==> src/rtl/perisec_pkg.sv <==
`timescale 1ns/1ps
package perisec_pkg;

  // Word index of each register (paddr[3:2] once the upper offset bits are zero)
  typedef enum logic [1:0] {
    REG_STATUS = 2'd0,
    REG_SET    = 2'd1,
    REG_CLR    = 2'd2,
    REG_AUX    = 2'd3
  } reg_sel_e;

  // Decoded write strobes for the current completing transfer
  typedef struct packed {
    logic set;
    logic clr;
    logic aux;
  } wr_req_t;

endpackage

==> src/rtl/perisec_rst_sync.sv <==
`timescale 1ns/1ps
// Asserts reset asynchronously and releases it after STAGES clock edges.
module perisec_rst_sync #(
  parameter int STAGES = 2
) (
  input  logic clk,
  input  logic arst_n,
  output logic rst_n
);

  logic [STAGES-1:0] sync_q;
  logic [STAGES-1:0] sync_d;

  always_comb begin
    sync_d = {sync_q[STAGES-2:0], 1'b1};
  end

  always_ff @(posedge clk or negedge arst_n) begin
    if (!arst_n) begin
      sync_q <= '0;
    end else begin
      sync_q <= sync_d;
    end
  end

  assign rst_n = sync_q[STAGES-1];

endmodule

==> src/rtl/perisec_apb_dec.sv <==
`timescale 1ns/1ps
// Transfer decode and access checking: only secure transfers may touch state.
module perisec_apb_dec
  import perisec_pkg::*;
#(
  parameter int ADDR_W = 12
) (
  input  logic              psel,
  input  logic              penable,
  input  logic              pwrite,
  input  logic [ADDR_W-1:0] paddr,
  input  logic [2:0]        pprot,
  output wr_req_t           wr,
  output logic              rd_en,
  output reg_sel_e          rd_sel,
  output logic              err
);

  localparam int OFS_W = ADDR_W - 2;

  logic [OFS_W-1:0] ofs;
  logic             access;
  logic             secure;
  logic             hit;
  logic             wr_ok;
  reg_sel_e         sel;
  logic             unused_bits;

  assign ofs         = paddr[ADDR_W-1:2];
  assign access      = psel & penable;
  assign secure      = ~pprot[1];
  assign hit         = (ofs[OFS_W-1:2] == '0);
  assign sel         = reg_sel_e'(ofs[1:0]);
  assign unused_bits = ^{paddr[1:0], pprot[2], pprot[0]};

  always_comb begin
    wr_ok  = access & pwrite & secure & hit;
    wr.set = wr_ok & (sel == REG_SET);
    wr.clr = wr_ok & (sel == REG_CLR);
    wr.aux = wr_ok & (sel == REG_AUX);
    rd_en  = access & ~pwrite & secure & hit;
    rd_sel = sel;
    err    = access & ~secure;
  end

endmodule

==> src/rtl/perisec_prog_bit.sv <==
`timescale 1ns/1ps
// One software-programmable security bit; clear has priority over set.
module perisec_prog_bit #(
  parameter logic RST_VAL = 1'b0
) (
  input  logic clk,
  input  logic rst_n,
  input  logic set_i,
  input  logic clr_i,
  output logic q_o
);

  logic q_r;
  logic q_d;
  logic en;

  always_comb begin
    en  = set_i | clr_i;
    q_d = q_r;
    if (clr_i) begin
      q_d = 1'b0;
    end else if (set_i) begin
      q_d = 1'b1;
    end
  end

  always_ff @(posedge clk or negedge rst_n) begin
    if (!rst_n) begin
      q_r <= RST_VAL;
    end else if (en) begin
      q_r <= q_d;
    end
  end

  assign q_o = q_r;

endmodule

==> src/rtl/perisec_aux_reg.sv <==
`timescale 1ns/1ps
// Extra control outputs, loaded whole by a secure write.
module perisec_aux_reg #(
  parameter int           WIDTH   = 2,
  parameter logic [WIDTH-1:0] RST_VAL = '0
) (
  input  logic             clk,
  input  logic             rst_n,
  input  logic             we,
  input  logic [WIDTH-1:0] wdata,
  output logic [WIDTH-1:0] q_o
);

  logic [WIDTH-1:0] q_r;
  logic [WIDTH-1:0] q_d;

  always_comb begin
    q_d = we ? wdata : q_r;
  end

  always_ff @(posedge clk or negedge rst_n) begin
    if (!rst_n) begin
      q_r <= RST_VAL;
    end else if (we) begin
      q_r <= q_d;
    end
  end

  assign q_o = q_r;

endmodule

==> src/rtl/perisec_ctrl.sv <==
`timescale 1ns/1ps
module perisec_ctrl
  import perisec_pkg::*;
#(
  parameter int                    NUM_PERIPH   = 8,
  parameter int                    NUM_AUX      = 2,
  parameter int                    ADDR_W       = 12,
  parameter int                    DATA_W       = 32,
  parameter int                    SYNC_STAGES  = 2,
  parameter logic [NUM_PERIPH-1:0] FIX_SEC_MASK = 8'h01,
  parameter logic [NUM_PERIPH-1:0] FIX_NS_MASK  = 8'h06,
  parameter logic [NUM_AUX-1:0]    AUX_RST      = '0
) (
  input  logic                  pclk,
  input  logic                  presetn,
  input  logic                  psel,
  input  logic                  penable,
  input  logic                  pwrite,
  input  logic [ADDR_W-1:0]     paddr,
  input  logic [DATA_W-1:0]     pwdata,
  input  logic [2:0]            pprot,
  output logic [DATA_W-1:0]     prdata,
  output logic                  pready,
  output logic                  pslverr,
  output logic [NUM_PERIPH-1:0] periph_ns_o,
  output logic [NUM_AUX-1:0]    aux_ctrl_o
);

  // Secure mask wins where both masks claim a bit
  localparam logic [NUM_PERIPH-1:0] FIX_NS_EFF = FIX_NS_MASK & ~FIX_SEC_MASK;
  localparam logic [NUM_PERIPH-1:0] PROG_MASK  = ~(FIX_SEC_MASK | FIX_NS_MASK);

  logic                  rst_n_sync;
  wr_req_t               wr;
  logic                  rd_en;
  reg_sel_e              rd_sel;
  logic                  dec_err;
  logic [NUM_PERIPH-1:0] ns_q;
  logic [NUM_AUX-1:0]    aux_q;
  logic [DATA_W-1:0]     rd_data;
  logic                  unused_wdata;

  assign unused_wdata = ^pwdata;

  perisec_rst_sync #(
    .STAGES (SYNC_STAGES)
  ) u_rst_sync (
    .clk    (pclk),
    .arst_n (presetn),
    .rst_n  (rst_n_sync)
  );

  perisec_apb_dec #(
    .ADDR_W (ADDR_W)
  ) u_dec (
    .psel    (psel),
    .penable (penable),
    .pwrite  (pwrite),
    .paddr   (paddr),
    .pprot   (pprot),
    .wr      (wr),
    .rd_en   (rd_en),
    .rd_sel  (rd_sel),
    .err     (dec_err)
  );

  // Build-time choice per bit: a register slice or a tied constant
  for (genvar i = 0; i < NUM_PERIPH; i++) begin : g_bit
    if (PROG_MASK[i]) begin : g_prog
      perisec_prog_bit #(
        .RST_VAL (1'b0)
      ) u_bit (
        .clk   (pclk),
        .rst_n (rst_n_sync),
        .set_i (wr.set & pwdata[i]),
        .clr_i (wr.clr & pwdata[i]),
        .q_o   (ns_q[i])
      );
    end else begin : g_fixed
      assign ns_q[i] = FIX_NS_EFF[i];
    end
  end

  perisec_aux_reg #(
    .WIDTH   (NUM_AUX),
    .RST_VAL (AUX_RST)
  ) u_aux (
    .clk   (pclk),
    .rst_n (rst_n_sync),
    .we    (wr.aux),
    .wdata (pwdata[NUM_AUX-1:0]),
    .q_o   (aux_q)
  );

  always_comb begin
    rd_data = '0;
    if (rd_en) begin
      case (rd_sel)
        REG_STATUS: rd_data[NUM_PERIPH-1:0] = ns_q;
        REG_AUX:    rd_data[NUM_AUX-1:0]    = aux_q;
        default:    rd_data                 = '0;
      endcase
    end
  end

  assign prdata      = rd_data;
  assign pready      = 1'b1;
  assign pslverr     = dec_err;
  assign periph_ns_o = ns_q;
  assign aux_ctrl_o  = aux_q;

endmodule

==> config.mk <==
export PLATFORM = sky130hd
export DESIGN_NAME = perisec_ctrl
export DESIGN_NICKNAME = d
export VERILOG_FILES = /design/src/rtl/perisec_pkg.sv /design/src/rtl/perisec_rst_sync.sv /design/src/rtl/perisec_apb_dec.sv /design/src/rtl/perisec_prog_bit.sv /design/src/rtl/perisec_aux_reg.sv /design/src/rtl/perisec_ctrl.sv
export SDC_FILE = /design/constraint.sdc
export NUM_CORES = 1
export LEC_CHECK = 0
export BUFFER_PORTS_ARGS = -buffer_cell sky130_fd_sc_hd__buf_2
export CAP_MARGIN = 25
export CORE_MARGIN = 3
export CORE_UTILIZATION = 35
export CTS_CLUSTER_SIZE = 20
export DETAILED_ROUTE_END_ITERATION = 10
export GPL_ROUTABILITY_DRIVEN = 0
export PLACE_DENSITY_LB_ADDON = 0.08
export RECOVER_POWER = 50
export SLEW_MARGIN = 20
export SYNTH_ARGS = -nofsm -noshare
export SYNTH_HDL_FRONTEND = slang
export SYNTH_HIERARCHICAL = 1
export SYNTH_SLANG_ARGS = --single-unit
==> constraint.sdc <==
create_clock -name pclk -period 3.86 [get_ports pclk]
set_clock_uncertainty 0.2 [all_clocks]
set_input_delay 0.193 -clock pclk [delete_from_list [all_inputs] [get_ports pclk]]
set_output_delay 0.193 -clock pclk [all_outputs]
set_load 0.03 [all_outputs]
==> results of run 1 <==
[through the flow]
step / hold slack (ps) / std cells / cell area (um^2) / setup WS, ps
floorplan: -303 / 109 / 883 / 1770
global placement: -221 / 144 / 882 / 1300
detailed placement: -219 / 144 / 882 / 1280
CTS: 39.8 / 152 / 948 / 1280
global route: 58.8 / 152 / 946 / 1490
finish: 46.5 / 152 / 946 / 1660
[cell type report]
class	count	share of cell area [%]
timing repair buffer	42	23.4
tap	27	3.57
sequential	9	23.8
multi-input combinational	68	45.6
inverter	2	0.794
clock buffer	4	2.78
[cells in the final DEF (no fill, tap or decap), drive strengths merged]
| master | Yosys | final |
|---|---|---|
| a21oi | 1 | 1 |
| and2 | 11 | 11 |
| and3 | 6 | 6 |
| and4b | 1 | 1 |
| buf | 30 | 31 |
| clkbuf | 0 | 11 |
| conb | 3 | 29 |
| dfrtp | 9 | 9 |
| dlygate4sd3 | 0 | 4 |
| ha | 2 | 2 |
| inv | 2 | 2 |
| mux2 | 2 | 2 |
| nand3 | 1 | 1 |
| nand3b | 2 | 2 |
| nand4bb | 1 | 1 |
| nor3b | 1 | 1 |
| nor4 | 4 | 4 |
| o21ba | 5 | 5 |
| or3 | 1 | 1 |
| or4 | 1 | 1 |
[per-layer routing]
| metal | global-route usage, % | share of wire, % | up-vias |
|---|---|---|---|
| met5 | 0 | 0 | - |
| met4 | 1.28 | 0 | 0 |
| met3 | 4.51 | 9.3 | 0 |
| met2 | 19.0 | 53 | 34 |
| met1 | 11.1 | 37 | 275 |
| li1 | - | - | 306 |
[timing repair]
item,CTS,global route
hold endpoints to repair,11,0
hold buffers,4,0
resized for setup,0,0
[kinds of logic (layout without fill, tap and decap cells)]
| family | after synthesis | count (layout) | share of synthesized area, % |
|---|---|---|---|
| AO/OA/AOI/OAI | 6 | 6 | 7.48 |
| adder cells (fa/ha/maj) | 2 | 2 | 3.18 |
| buffers and inverters | 32 | 48 | 29.6 |
| flip-flops | 9 | 9 | 28.7 |
| multiplexers | 2 | 2 | 2.87 |
| other | 3 | 29 | 1.43 |
| AND/OR/NAND/NOR | 29 | 29 | 26.8 |
[sequential cells by signal, indices dropped and copies added (netlist names)]
name and count:
g_bit.g_prog.u_bit/q_o 5, u_aux/q_o 2, u_rst_sync/sync_q 2
[final timing paths]
kind / end / slack (ps)
max in group asynchronous: g_bit[4].g_prog.u_bit/q_o$_DFFE_PN0P_ / 2750
min: u_rst_sync/sync_q[0]$_DFF_PN0_ / 50
min in group pclk: g_bit[3].g_prog.u_bit/q_o$_DFFE_PN0P_ / 90
max: prdata[7] / 1660
min reg2reg: u_rst_sync/sync_q[1]$_DFF_PN0_ / 150
max reg2reg: g_bit[4].g_prog.u_bit/q_o$_DFFE_PN0P_ / 2750
[where the power goes]
group | total [uW] | leakage, uW | internal [uW] | switching (uW)
clock network | 69.9 | 0.0000150 | 39.7 | 30.3
registers | 95.9 | 0.000121 | 95.6 | 0.332
logic | 62.9 | 0.000411 | 14.4 | 48.5
==> key figures, run 1 <==
Placed design
  • Detailed placement HPWL: 1.29 mm
  • Port Buffers: 38

Synth
  • Most used DFF post-synth: dfrtp_1
  • Post-synth EDFFs: 0
  • FFs w/ async S/R, synth: 100%
  • Area leader, netlist: buf_4
  • Synth top area share: 28.7%
  • Warnings, synthesis: 6
  • Post-Syn Area: 786 um^2
  • #FFs+latches synth: 9
  • Top cells by count, synth: 30 x buf_4, 10 x and2_1, 9 x dfrtp_1, 5 x and3_2, 5 x o21ba_1
  • Post-synthesis sequential area ratio: 28.7%
  • Post-synth cell types: 20
  • Synthesized netlist cell count: 83
  • Top cells by area, synth: buf_4 29%, dfrtp_1 29%, and2_1 8.0%
  • Synth Area per Inst: 9.47 um^2
  • Top-count cell post-synth: buf_4

Clock tree
  • CTS tree: yes
  • Postcts setup bufs: 0
  • Clock Tree Buf Depth: 2
  • Clock sink count: 9
  • CTS clock-pin slew for the worst setup and hold paths: roughly 60 ps
  • Worst-skew pair later-pin latency: 250 ps
  • Num CTS Buffers: 3
  • H-tree depth: 1
  • Root buf cell: clkbuf_4

Worst setup path
  • Critical Path RT: 3470 ps
  • Worst Path Buf+Inv: 2
  • Critical path depth: 5
  • CP endpoint kind: primary output
  • Worst reg-to-reg path cell count: 1
  • Crit path kind: in -> out
  • RR Startpoint: u_rst_sync/sync_q[1]$_DFF_PN0_
  • Worst-path fanout max: 8
  • Most Frequent Cell on Critical Path: buf_2
  • Worst Setup SP: paddr[5]
  • Critical path, cell by cell: buf_2 > or4_4 > nor4_2 > and3_2 > buf_2
  • CP Launch Type: primary input
  • CP top delay family: simple AND/OR/NAND/NOR gates
  • Crit-path max cell delay: 550 ps
  • CP max-delay cell: or4_4
  • Worst EP arrival: 1800 ps

Global routing
  • Global-route wire length before repair: 2.12 mm
  • Largest net degree at the start of global routing: 9
  • Congestion Overflow GR: 0
  • GRT Resource Usage Total: 10.4%
  • Number of global-route vias before repair: 523
  • Antenna violations before repair: 0

Finish
  • Layout cells sized above 1: 36.8%
  • Flip-flop and latch area: 225 um^2
  • Core Util, Final: 46.3%
  • Area of the multi-input gates: between 400 and 500 um^2
  • Nets: 180
  • N_diodes: 0
  • # fillers: 216
  • Synth-to-Final Area Change: 20.4%

Die
  • Number of I/O pins: 96
  • Die Y-Extent: 53.4 um
  • Die W: 53.4 um
  • # rows: 16
  • Core area: 2040 um^2
  • Starting Density: 38.5%
  • Die area: 2850 um^2

Route
  • DR vias/cell: 4.05
  • Drt initial violations: 1
  • Routed len/inst: ~10 um
  • TritonRoute pass-1 iters: 2
  • Via count: 615
  • Total Routed Length: 1.51 mm
  • Antenna viol nets, final: 0
  • DRC Markers: 0

Power and ir drop
  • Leak Pwr: between 0.0005 and 0.0006 uW
  • Worst IR Drop VDD: 0.251 mV
  • Power per cell area: 242 nW/um^2
  • Tot Pwr: approximately 230 uW

Timing
  • Final setup viols: 0
  • Period utilisation layout: 56.9%
  • Max Freq: 455 MHz
  • Worst-Margin Slew: 627 ps
  • Max Slew Vio Count: 0
  • Max transition margin: 57.8%
  • RSZ-0062 raised after global routing: no
  • Min Tclk post-route: 2200 ps
  • Fin. Hold Viols: 0
  • Setup TNS: 0 ps

Flow run
  • Max Cap Viol: 0

Run status
  • Outcome: complete, no violations

Hold path
  • Hold WC Path Type: in -> async
Note: power is estimated with default switching activity, not from simulation.
==> run 2: changes to the inputs <==
--- a/config.mk
+++ b/config.mk
@@ -8,7 +8,7 @@
 export BUFFER_PORTS_ARGS = -buffer_cell sky130_fd_sc_hd__buf_2
 export CAP_MARGIN = 25
 export CORE_MARGIN = 3
-export CORE_UTILIZATION = 35
+export CORE_UTILIZATION = 32
 export CTS_CLUSTER_SIZE = 20
 export DETAILED_ROUTE_END_ITERATION = 10
 export GPL_ROUTABILITY_DRIVEN = 0
==> constraint.sdc (replaced) <==
create_clock -name pclk -period 2.2 [get_ports pclk]
set_clock_uncertainty 0.2 [all_clocks]
set_input_delay 0.11 -clock pclk [delete_from_list [all_inputs] [get_ports pclk]]
set_output_delay 0.11 -clock pclk [all_outputs]
set_load 0.03 [all_outputs]
==> run 2 against run 1 <==
Against the previous run: global-route usage is 0.27 points lower; critical path depth is 1 higher; count of clock-buffer cells in the layout stayed put; clock power is 77% higher; routed wire length is 1.7% higher; flip-flop and latch count stayed put; sequential power is 75% higher; non-clock buffer count is 7 higher; via count is 6.5% higher; die area is 8.3% higher; hold slack worse by 43 ps; combinational power is 83% higher.
==> key figures, run 2 (synthesis results as in run 1) <==
Global routing
  • Number of global-route vias before repair: 616 (+18%)
  • Congestion Overflow GR: 0 (unchanged)
  • Global-route wire length before repair: 2.48 mm (+17%)
  • Antenna violations before repair: 0 (unchanged)
  • Largest net degree at the start of global routing: 9 (unchanged)
  • GRT Resource Usage Total: 10.1% (-0.27 points)

Finish
  • Synth-to-Final Area Change: 27.5%
  • Leading cell type in the layout, fill and taps excluded: buf_2
  • Most frequent cells in the layout: 30 x buf_2, 29 x conb_1, 10 x and2_1
  • N_diodes: 0 (unchanged)
  • Nets: 187 (+3.9%)
  • Non-filler cells, final: 160 (+5.3%)
  • Fin area: 1000 um^2 (+6.0%)
  • Layout cells sized above 1: 35.6% (-1.2 points)
  • # fillers: 259 (+20%)
  • Max FFs per register: 5 (unchanged)

Clock tree
  • Root buf cell: clkbuf_4
  • Num CTS Buffers: 3 (unchanged)
  • Clock sink count: 9 (unchanged)
  • Postcts setup bufs: 0 (unchanged)
  • CTS tree: yes
  • H-tree depth: 1 (unchanged)
  • Worst-skew pair later-pin latency: 250 ps (about the same)
  • CTS clock-pin slew for the worst setup and hold paths: 60 ps (about the same)
  • Clock Tree Buf Depth: 2 (unchanged)

Die
  • # rows: 17 (+1)
  • Die W: 55.6 um (+4.1%)
  • Number of I/O pins: 96 (unchanged)
  • Die Y-Extent: 55.6 um (+4.1%)
  • Die area: 3090 um^2 (+8.3%)
  • Core area: 2280 um^2 (+11%)
  • Starting Density: 34.5% (-4.0 points)

Power and ir drop
  • Combinational Power Share: 28.2% (+0.7 points)
  • Internal Power: 268 uW (+79%)
  • Flop pwr share: 41.3% (-0.6 points)
  • Power per cell area: 407 nW/um^2 (+68%)
  • Net Switching: 140 uW (+77%)
  • Worst IR Drop VDD: 0.332 mV (+33%)
  • Leak Pwr: 0.000574 uW (+4.9%)
  • Tot Pwr: 408 uW (+78%)
  • Clock share of power: 30.5% (about the same)
  • Switching Share: 34.4% (-0.18 points)

Run status
  • Outcome: complete, no violations

Route
  • Routed len/inst: 9.62 um (-3.4%)
  • TritonRoute pass-1 iters: 2 (unchanged)
  • Antenna viol nets, final: 0 (unchanged)
  • Via count: 655 (+6.5%)
  • DRC Markers: 0 (unchanged)
  • Drt initial violations: 5 (+4)
  • Total Routed Length: 1.54 mm (+1.7%)
  • DR vias/cell: 4.09 (+1.2%)

Hold path
  • Hold Startpoint: pwdata[3]
  • Hold WC Path Type: in -> reg

Placed design
  • Placement Setup Slack: 268 ps (-1010 ps)
  • Port Buffers: 38 (unchanged)
  • Cells after DPL: 148 (+2.8%)
  • Dpl cell area: 906 um^2 (+2.7%)
  • Detailed placement HPWL: 1.31 mm (+0.99%)

Timing
  • Setup TNS: 0 ps (unchanged)
  • Max Slew Vio Count: 0 (unchanged)
  • Max Freq: between 500 and 600 MHz
  • Fin. Hold Viols: 0 (unchanged)
  • Final setup margin: 370 ps (-1290 ps)
  • Final setup viols: 0 (unchanged)
  • RSZ-0062 raised after global routing: no
  • Period utilisation layout: 83.2%
  • Min Tclk post-route: 1830 ps

Flow run
  • Max Cap Viol: 0 (unchanged)

Worst setup path
  • Worst Setup SP: paddr[5]
  • CP endpoint kind: primary output
  • Worst EP arrival: 1520 ps (-280 ps)
  • RR Startpoint: u_rst_sync/sync_q[1]$_DFF_PN0_
  • Critical Path RT: 1890 ps (-1580 ps)
  • Worst-path fanout max: 8 (unchanged)
  • CP Launch Type: primary input
  • Crit path kind: in -> out
-- run 2: cell types whose count changed in the layout (fill, tap and decap cells not counted) --
cell           before  now
dlygate4sd3_1       4    8
buf_4               0    3
buf_2              31   30
clkbuf_1            8    9
nor4_1              3    4
nor4_2              1    0
-- run 2: worst max-delay path, cell delays in order --
cell and delay [ps]:
buf_2 90, or4_4 550, nor4_1 190, buf_4 190, and4b_1 190, buf_2 190
-- run 2: layout make-up --
class / instances / area [um^2] / area share, %
multi-input cells: 68 / 425 / 42.4
repair buffers: 49 / 283 / 28.2
flip-flops and latches: 9 / 225 / 22.5
well taps: 28 / 35.0 / 3.50
clock buffers: 4 / 26.3 / 2.62
inverters: 2 / 7.51 / 0.749
-- run 2: final timing paths --
path,depth (start not counted),end,slack [ps]
setup / recovery,6,prdata[0],370
hold / removal,3,g_bit[3].g_prog.u_bit/q_o$_DFFE_PN0P_,3
setup reg to reg,1,g_bit[3].g_prog.u_bit/q_o$_DFFE_PN0P_,1070
hold reg to reg,0,u_rst_sync/sync_q[1]$_DFF_PN0_,150
max in group asynchronous,1,g_bit[3].g_prog.u_bit/q_o$_DFFE_PN0P_,1070
min in group asynchronous,1,g_bit[4].g_prog.u_bit/q_o$_DFFE_PN0P_,480
-- run 2: power by group through the flow --
stage	Combinational, uW	Sequential [uW]	Clock, uW
4_1_cts	115	168	132
2_1_floorplan	117	174	0
5_1_grt	124	168	142
3_5_place_dp	102	174	0
3_3_place_gp	101	174	0
6_report	115	168	124
-- run 2: routing by layer --
metal	wire length [um]	track usage, %	up-vias
li1	-	-	319
met1	547	10.1	296
met2	815	19.4	40
met3	177	4.44	0
met4	0	1.04	0
met5	0	0	-
-- run 2: per-stage QoR --
| stage | utilization, % | hold WS, ps |
|---|---|---|
| floorplan | - | -386 |
| global placement | 39.8 | -304 |
| detailed placement | 39.8 | -302 |
| CTS | 44.5 | 1.51 |
| global route | 44.0 | 21.6 |
| finish | 44.0 | 3.27 |
-- run 2: what timing repair did --
item	CTS	global route
hold buffers	8	0
gates resized for setup	0	0
endpoints found under the hold margin	14	0
